### config.mk
export PLATFORM = sky130hd
export DESIGN_NAME = intv_timer
export DESIGN_NICKNAME = d
export VERILOG_FILES = /design/src/rtl/ivt_pkg.sv /design/src/rtl/ivt_prescaler.sv /design/src/rtl/ivt_ctrl_reg.sv /design/src/rtl/ivt_counter.sv /design/src/rtl/intv_timer.sv
export SDC_FILE = /design/constraint.sdc
export NUM_CORES = 1
export LEC_CHECK = 0
export BUFFER_PORTS_ARGS = -buffer_cell sky130_fd_sc_hd__buf_2
export CAP_MARGIN = 40
export CELL_PAD_IN_SITES_DETAIL_PLACEMENT = 1
export CELL_PAD_IN_SITES_GLOBAL_PLACEMENT = 1
export CORE_AREA = 2 2 62 64
export CTS_CLUSTER_SIZE = 30
export DETAILED_ROUTE_END_ITERATION = 16
export DIE_AREA = 0 0 64 66
export GPL_TIMING_DRIVEN = 0
export HOLD_SLACK_MARGIN = 0.12
export PLACE_DENSITY_LB_ADDON = 0.08
export SLEW_MARGIN = 20
export SYNTH_ARGS = -nofsm -noshare
export SYNTH_HDL_FRONTEND = slang
export SYNTH_SLANG_ARGS = --single-unit
### constraint.sdc
create_clock -name clk_i -period 1.9 [get_ports clk_i]
set_clock_uncertainty 0.2 [all_clocks]
set_input_delay 0.38 -clock clk_i [delete_from_list [all_inputs] [get_ports clk_i]]
set_output_delay 0.38 -clock clk_i [all_outputs]
set_load 0.005 [all_outputs]
### src/rtl/ivt_pkg.sv
package ivt_pkg;
  localparam int unsigned CTRL_CLR_BIT   = 3;
  localparam int unsigned CTRL_WAKE_BIT  = 4;
  localparam int unsigned CTRL_RCWDT_BIT = 5;
  localparam int unsigned CTRL_WDTEN_BIT = 6;

  typedef struct packed {
    logic wakeup;
    logic rcwdt;
    logic wdt_en;
  } ivt_cfg_t;
endpackage

### src/rtl/ivt_prescaler.sv
module ivt_prescaler #(
  parameter int unsigned SEL_W    = 3,
  parameter int unsigned DIV_BASE = 3
) (
  input  logic             clk_i,
  input  logic             rst_ni,
  input  logic [SEL_W-1:0] sel_i,
  output logic             tick_o
);
  localparam int unsigned N_STAGE = 1 << SEL_W;
  localparam int unsigned DIV_W   = DIV_BASE + N_STAGE - 1;

  logic [DIV_W-1:0]   div_q;
  logic [N_STAGE-1:0] stage_tick;

  always_ff @(posedge clk_i or negedge rst_ni) begin
    if (!rst_ni) div_q <= '0;
    else         div_q <= div_q + 1'b1;
  end

  // stage k fires once per 2^(DIV_BASE+k) clocks
  for (genvar k = 0; k < N_STAGE; k++) begin : g_stage
    assign stage_tick[k] = &div_q[DIV_BASE+k-1:0];
  end

  assign tick_o = stage_tick[sel_i];
endmodule

### src/rtl/ivt_ctrl_reg.sv
module ivt_ctrl_reg
  import ivt_pkg::*;
#(
  parameter int unsigned DATA_W = 8,
  parameter int unsigned SEL_W  = 3
) (
  input  logic              clk_i,
  input  logic              rst_ni,
  input  logic              wr_i,
  input  logic [DATA_W-1:0] wdata_i,
  output logic [SEL_W-1:0]  sel_o,
  output logic              clr_o,
  output ivt_cfg_t          cfg_o
);
  logic [SEL_W-1:0] sel_q;
  logic             clr_q;
  ivt_cfg_t         cfg_q;
  logic             unused_hi;

  assign unused_hi = ^wdata_i[DATA_W-1:CTRL_WDTEN_BIT+1];

  always_ff @(posedge clk_i or negedge rst_ni) begin
    if (!rst_ni) begin
      sel_q <= '0;
      cfg_q <= '0;
      clr_q <= 1'b0;
    end else begin
      clr_q <= wr_i & wdata_i[CTRL_CLR_BIT];  // self-clearing pulse
      if (wr_i) begin
        sel_q        <= wdata_i[SEL_W-1:0];
        cfg_q.wakeup <= wdata_i[CTRL_WAKE_BIT];
        cfg_q.rcwdt  <= wdata_i[CTRL_RCWDT_BIT];
        cfg_q.wdt_en <= wdata_i[CTRL_WDTEN_BIT];
      end
    end
  end

  assign sel_o = sel_q;
  assign clr_o = clr_q;
  assign cfg_o = cfg_q;
endmodule

### src/rtl/ivt_counter.sv
module ivt_counter #(
  parameter int unsigned CNT_W = 8
) (
  input  logic             clk_i,
  input  logic             rst_ni,
  input  logic             tick_i,
  input  logic             clr_i,
  input  logic             ack_i,
  output logic [CNT_W-1:0] cnt_o,
  output logic             irq_o,
  output logic             wrap_o
);
  logic [CNT_W-1:0] cnt_q;
  logic             irq_q, wrap_q, ovf;

  // clear beats a wrapping tick
  assign ovf = tick_i & ~clr_i & (&cnt_q);

  always_ff @(posedge clk_i or negedge rst_ni) begin
    if (!rst_ni) begin
      cnt_q  <= '0;
      irq_q  <= 1'b0;
      wrap_q <= 1'b0;
    end else begin
      if (clr_i)       cnt_q <= '0;
      else if (tick_i) cnt_q <= cnt_q + 1'b1;
      if (ovf)         irq_q <= 1'b1;
      else if (ack_i)  irq_q <= 1'b0;
      wrap_q <= ovf;
    end
  end

  assign cnt_o  = cnt_q;
  assign irq_o  = irq_q;
  assign wrap_o = wrap_q;
endmodule

### src/rtl/intv_timer.sv
module intv_timer
  import ivt_pkg::*;
#(
  parameter int unsigned CNT_W    = 8,
  parameter int unsigned SEL_W    = 3,
  parameter int unsigned DIV_BASE = 3
) (
  input  logic             clk_i,
  input  logic             rst_ni,
  input  logic             bus_cs_i,
  input  logic             bus_we_i,
  input  logic [CNT_W-1:0] bus_wdata_i,
  output logic [CNT_W-1:0] bus_rdata_o,
  input  logic             irq_ack_i,
  output logic             irq_o,
  output logic             wdt_tick_o,
  output logic             cfg_wakeup_o,
  output logic             cfg_rcwdt_o,
  output logic             cfg_wdt_en_o
);
  logic [SEL_W-1:0] sel;
  logic             clr_pulse, pre_tick, wr_en, rd_en;
  logic [CNT_W-1:0] cnt;
  ivt_cfg_t         cfg;

  assign wr_en = bus_cs_i & bus_we_i;
  assign rd_en = bus_cs_i & ~bus_we_i;

  ivt_ctrl_reg #(.DATA_W(CNT_W), .SEL_W(SEL_W)) u_ctrl (
    .clk_i, .rst_ni, .wr_i(wr_en), .wdata_i(bus_wdata_i),
    .sel_o(sel), .clr_o(clr_pulse), .cfg_o(cfg)
  );

  ivt_prescaler #(.SEL_W(SEL_W), .DIV_BASE(DIV_BASE)) u_pre (
    .clk_i, .rst_ni, .sel_i(sel), .tick_o(pre_tick)
  );

  ivt_counter #(.CNT_W(CNT_W)) u_cnt (
    .clk_i, .rst_ni, .tick_i(pre_tick), .clr_i(clr_pulse), .ack_i(irq_ack_i),
    .cnt_o(cnt), .irq_o, .wrap_o(wdt_tick_o)
  );

  assign bus_rdata_o  = rd_en ? cnt : '0;
  assign cfg_wakeup_o = cfg.wakeup;
  assign cfg_rcwdt_o  = cfg.rcwdt;
  assign cfg_wdt_en_o = cfg.wdt_en;
endmodule

* Word level (Yosys, flattened, before mapping)
Cells that the tools add are included.
** Operators by class
- Multiplexer cells :: 7
- Reductions and logical operators :: 11
- Bitwise gates (word level) :: 7
- Add/subtract/negate cells :: 2
- $lt $le $gt $ge :: 1
** Operators by type and width (number)
- 8-bit 2-to-1 mux :: 3
- 8-bit AND reduction :: 2
- 10-bit by 1-bit adder with 10-bit output (second input constant) :: 1
- 10-bit AND reduction :: 1
- 9-bit AND reduction :: 1
- 8-bit by 1-bit adder with 8-bit output (second input constant) :: 1
- 7-bit AND reduction :: 1
- 6-bit AND reduction :: 1
- 1-bit bitwise AND :: 5
- 5-bit AND reduction :: 1
- 3-bit by 4-bit < comparator with 1-bit output (second input constant) :: 1
- 4-bit AND reduction :: 1
- 2-bit nonzero test :: 2
- 1-bit binary-select mux with 3-bit select :: 1
- 1-bit 2-to-1 mux :: 3
- 3-bit AND reduction :: 1
- 1-bit inverter :: 2
** Storage, ports and cells
- Input port bits :: 13
- Output and inout bits :: 13
- Word-level logic and storage cells :: 37
- Register bits :: 27

* Depth between registers and ports, before layout
- Depth in word-level cells :: 6
- Gate-level depth with buffers :: 10
- Gate-level depth less buffers :: 9

* Modules after synthesis
A second synthesis with hierarchy kept.
** Unflattened totals
- Cell total of the unflattened synthesis :: 107
- Area total of the unflattened synthesis :: 1307.5 µm²
** By module, submodules not included
- ivt_prescaler :: instances 1, cells an instance 40, seq. area each 250.2 µm², area an instance 483.0 µm²
- ivt_counter :: instances 1, cells an instance 43, seq. area each 250.2 µm², area an instance 462.9 µm²
- ivt_ctrl_reg :: instances 1, cells an instance 15, seq. area each 175.2 µm², area an instance 284.0 µm²
- intv_timer :: instances 1, cells an instance 9, seq. area each 0.0 µm², area an instance 77.6 µm²

* Worst setup path before layout
No wires, ideal clock.
- Kind :: reg2reg
- Start :: reg u_pre.div_q[0]
- End :: reg u_cnt.cnt_q[2] (netlist: u_cnt.cnt_o[2])
- Clock period less this slack :: 2068 ps
- Library setup time :: 78 ps
- Stages on the path, launching flop included :: 11
- Setup slack :: -168 ps
- Required time :: 1622 ps
- Data arrival time :: 1790 ps
- Buffers on the path :: 1
- Cells stage by stage :: dfrtp_1 -> ha_1 -> nand3_2 -> nor2_1 -> ha_1 -> nand2_1 -> o211ai_1 -> o211ai_2 -> buf_6 -> or3_1 -> a21oi_1
** On the way
- Cells in the longest elaborated chain, start to end :: 4
- Elaborated cells between the ends (all ways) :: 11
- Classes of those cells :: mux (2); reduce/logical (9)
** Ends and longest elaborated chain
- start, declared :: line ivt_prescaler.sv:13 : logic [DIV_W-1:0] div_q;
- start signal, assigned :: line ivt_prescaler.sv:18 : else div_q <= div_q + 1'b1;
- 10-bit AND reduction (tied with other cells) :: line ivt_prescaler.sv:23 : assign stage_tick[k] = &div_q[DIV_BASE+k-1:0];
- 1-bit binary-select mux with 3-bit select * :: line ivt_prescaler.sv:26 : assign tick_o = stage_tick[sel_i];
- 1-bit 2-to-1 mux (implied by the code) * :: line ivt_prescaler.sv:26
- 2-bit nonzero test (no source line) *
- end signal, assigned :: line ivt_counter.sv:26 : else if (tick_i) cnt_q <= cnt_q + 1'b1;
- end, declared :: line ivt_counter.sv:13 : logic [CNT_W-1:0] cnt_q;
Mark *: on every way between the ends. The rest lies on a longest branch, timed or not. The select of a mux whose other input is x is not followed.
A chain may end at the register's enable or synchronous reset.

* Final worst setup path
- Start :: reg u_pre.div_q[0]
- End :: reg u_cnt.cnt_q[5] (netlist: u_cnt.cnt_o[5])
The elaborated chain is that of the path after synthesis.

==> flow_summary.yaml <==
synthesis:
  avgSynthCellArea_sq_um: 11.3
  syn_area_sq_um: 1300
  synth.net_count: 133
  synth_warnings: 0
  synth_flop_cell: "dfrtp_1"
  ys_types: 28
  synth_top_area_share_pct: 52.0
  muxShareOfSynthArea_pct: 6.74
  synth.area.top_cells: "dfrtp_1 52%, mux2_2 5.2%, ha_1 4.8%, and2_1 3.9%, nand3_1 3.1%"
  ys_seq_area_share_pct: 52.0
  synthCells: 115
  synth_seq_cells: 27
  synth_fa_ha_area_share_pct: 4.82
  synthSimpleGateAreaFrac_pct: 19.7
  synth_top_family_by_area: "simple AND/OR/NAND/NOR gates"
  synthArstFlopShare_pct: 100
  synth_xor_area_share_pct: 4.05
  synth_compound_area_share_pct: 10.0
  synth_edf_count: 0
  yosys.area.top_type: "dfrtp_1"
clock_network:
  cts_root_buf: "clkbuf_4"
  cts_max_level: 1
  cts_tree: "yes"
  cts_buffers: 3
  clkTransAtPathRegs_ns: 0.15
  cts.sinks: 27
  clockBufferDepth: 2
  clock_latency_ns: 0.32
setup_path:
  crit_fanout: 5
  cp-end-kind: "flop"
  reg2reg_slack_ns: -0.25
  cp.arrival_ns: 2.22
  required_ns: 1.97
  timing_worst_setup_path_type: "reg2reg"
  reg2regPathDepth: 10
  r2r-end: "u_cnt.cnt_o[5]"
  start_kind: "flop"
  rr_startpoint: "u_pre.div_q[0]"
sta:
  drv_slew: 0
  hold_violations: 0
  worst_slack_ns: -0.254
  period_minus_slack_ns: 2.15
  hold_ws_ns: 0.278
  setup_viol: 10
  tightest_slew_ns: 0.599
  slew-limit-headroom_pct: 60.1
  fmax_mhz: 464
  rsz0062_at_grt: "yes"
  fin_crit_sh_pct: 113
global_route:
  grt_pass1_vias: 1069
  grt_pass1_wl_um: 4800
  grt_usage_pct: 14.9
  grt_max_degree: 28
  grt_overflow: 0
  antenna_found_initial: 0
status:
  violations: "setup timing"
  status: "complete, but fails checks"
pwr:
  power_density_nw_per_um2: 692
  leakagePower_nw: 0.854
  p_total_w: 0.00120
  ir_drop_uv: 378
floorplan:
  start_util_pct: 36.6
  die-height_um: 66
  std_cell_rows: 22
  coreArea_sq_um: 3550
  ioPinCount: 26
  die_w_um: 64
  die-area_sq_um: 4220
detailed_routing:
  ant_nets: 0
  remaining_drc_errors: 0
  dr.first_iter.drc_count: 14
  drt_wl_total_um: 2860
  post_drt_wl_per_cell_um: 13.6
  vias: 1028
  avgViaCountPerCell: 4.87
  first_pass_iters: 4
placed_design:
  globalplace.congestion: 0.701
  dp_hpwl_um: 1960
  portBuffers: 24
final_layout:
  area.growth.synth_to_final_pct: 33.7
  nets: 182
  diodes: 0
  drive_gt1_share_pct: 35.0
worst_hold_path:
  worstHoldPathCells: 1
  hold_path.class: "reg2reg"
  hp-start: "u_pre.div_q[9]"
  hold_end: "u_pre.div_q[9]"
run:
  timing.max_cap.violations: 0
[worst max-delay path by stage]
stage / to / from / cells after the start
after floorplan: u_cnt.cnt_o[2] / u_pre.div_q[0] / 10
after global placement: u_cnt.cnt_o[2] / u_pre.div_q[0] / 10
after detailed placement: u_cnt.cnt_o[2] / u_pre.div_q[0] / 10
after CTS: u_cnt.cnt_o[5] / u_pre.div_q[1] / 10
after global routing: u_cnt.cnt_o[5] / u_pre.div_q[0] / 10
final: u_cnt.cnt_o[5] / u_pre.div_q[0] / 10
[worst max-delay path, stage by stage (launching register included)]
cell and delay [ns]:
dfrtp_1 0.43, ha_4 0.17, nand3_4 0.11, nor2_2 0.10
ha_1 0.14, nand2_1 0.05, o211ai_1 0.14, o211ai_4 0.15
buf_4 0.17, or3_1 0.32, a21oi_2 0.12
[area by class of cell]
type                            count  area (sq um)
Buffer                              2          15.0
Clock buffer                        4          26.3
Fill cell                         388          1810
Inverter                            5          18.8
Multi-Input combinational cell     81           639
Sequential cell                    27           678
Tap cell                           48          60.1
Timing Repair Buffer               44           299
[placed cells by master (no fill, tap or decap), types with 3 or more instances in the layout]
cell / instances
a21oi_1: 4
and2_1: 8
and3_1: 5
buf_2: 24
buf_4: 9
clkbuf_4: 3
dfrtp_1: 25
dlygate4sd3_1: 10
ha_1: 3
inv_1: 4
mux2_2: 6
nand2_1: 6
nand3_1: 8
nor2_1: 4
o21ai_0: 6
or3_1: 6
xnor2_1: 3
xor2_1: 3
[stage by stage]
step	instances	setup TNS (ns)	instance area [sq um]	setup WS, ns	utilization (%)
detailed placement	187	-2.59	1490	-0.357	41.9
global placement	187	-2.28	1490	-0.338	41.9
finish	211	-1.72	1740	-0.254	48.9
CTS	205	-2.17	1660	-0.263	46.7
floorplan	115	-0.195	1310	-0.123	-
global route	211	-3.14	1740	-0.378	48.9
[registers in the layout, indices dropped and copies added, names as in the netlist]
register / flops
u_pre.div_q: 10
u_cnt.cnt_o: 8
u_ctrl.sel_o: 3
u_cnt.irq_o: 1
u_ctrl.cfg_o: 3
u_cnt.wrap_o: 1
u_ctrl.clr_o: 1
[power by group]
group / internal [W] / leakage [nW] / total (W) / switching (W)
Combinational: 0.000135 / 0.495 / 0.000258 / 0.000123
Sequential: 0.000627 / 0.344 / 0.000693 / 0.0000654
Clock: 0.0000822 / 0.0150 / 0.000251 / 0.000169
Total: 0.000845 / 0.854 / 0.00120 / 0.000358
[kinds of logic (layout without fill, tap and decap cells)]
| family | after synthesis | count (layout) |
|---|---|---|
| xor+xnor | 6 | 6 |
| compound gates | 18 | 18 |
| mux | 8 | 8 |
| flops | 27 | 27 |
| buf+inv | 7 | 55 |
| simple gates | 44 | 44 |
| fa+ha+maj | 5 | 5 |
[Yosys cell counts (2+ instances only)]
cell type	number
mux2i_1	2
xnor2_1	3
nor2b_1	2
xor2_1	3
ha_1	5
and3_1	5
nand2_1	6
and2_1	8
a21oi_1	6
mux2_2	6
or3_1	6
o21ai_0	6
dfrtp_1	27
nand3_1	8
nor2_1	5
inv_1	5
[what timing repair did]
item	4_1_cts	5_1_grt
setup buffers	4	5
hold buffers	10	0
gates resized for setup	2	11
pin swaps	1	5
endpoints found under the hold margin	35	0
gates cloned	0	1
setup endpoints to repair	10	10
[layer usage]
metal	part of all wire [%]	vias up	global-route usage, %	wire (um)
met5	0	-	0	0
met4	1.5	0	6.52	44
met3	2.8	4	2.21	80
met2	51	17	27.2	1470
met1	44	508	17.3	1270
li1	-	499	-	-
(Power assumes the default switching activity.)
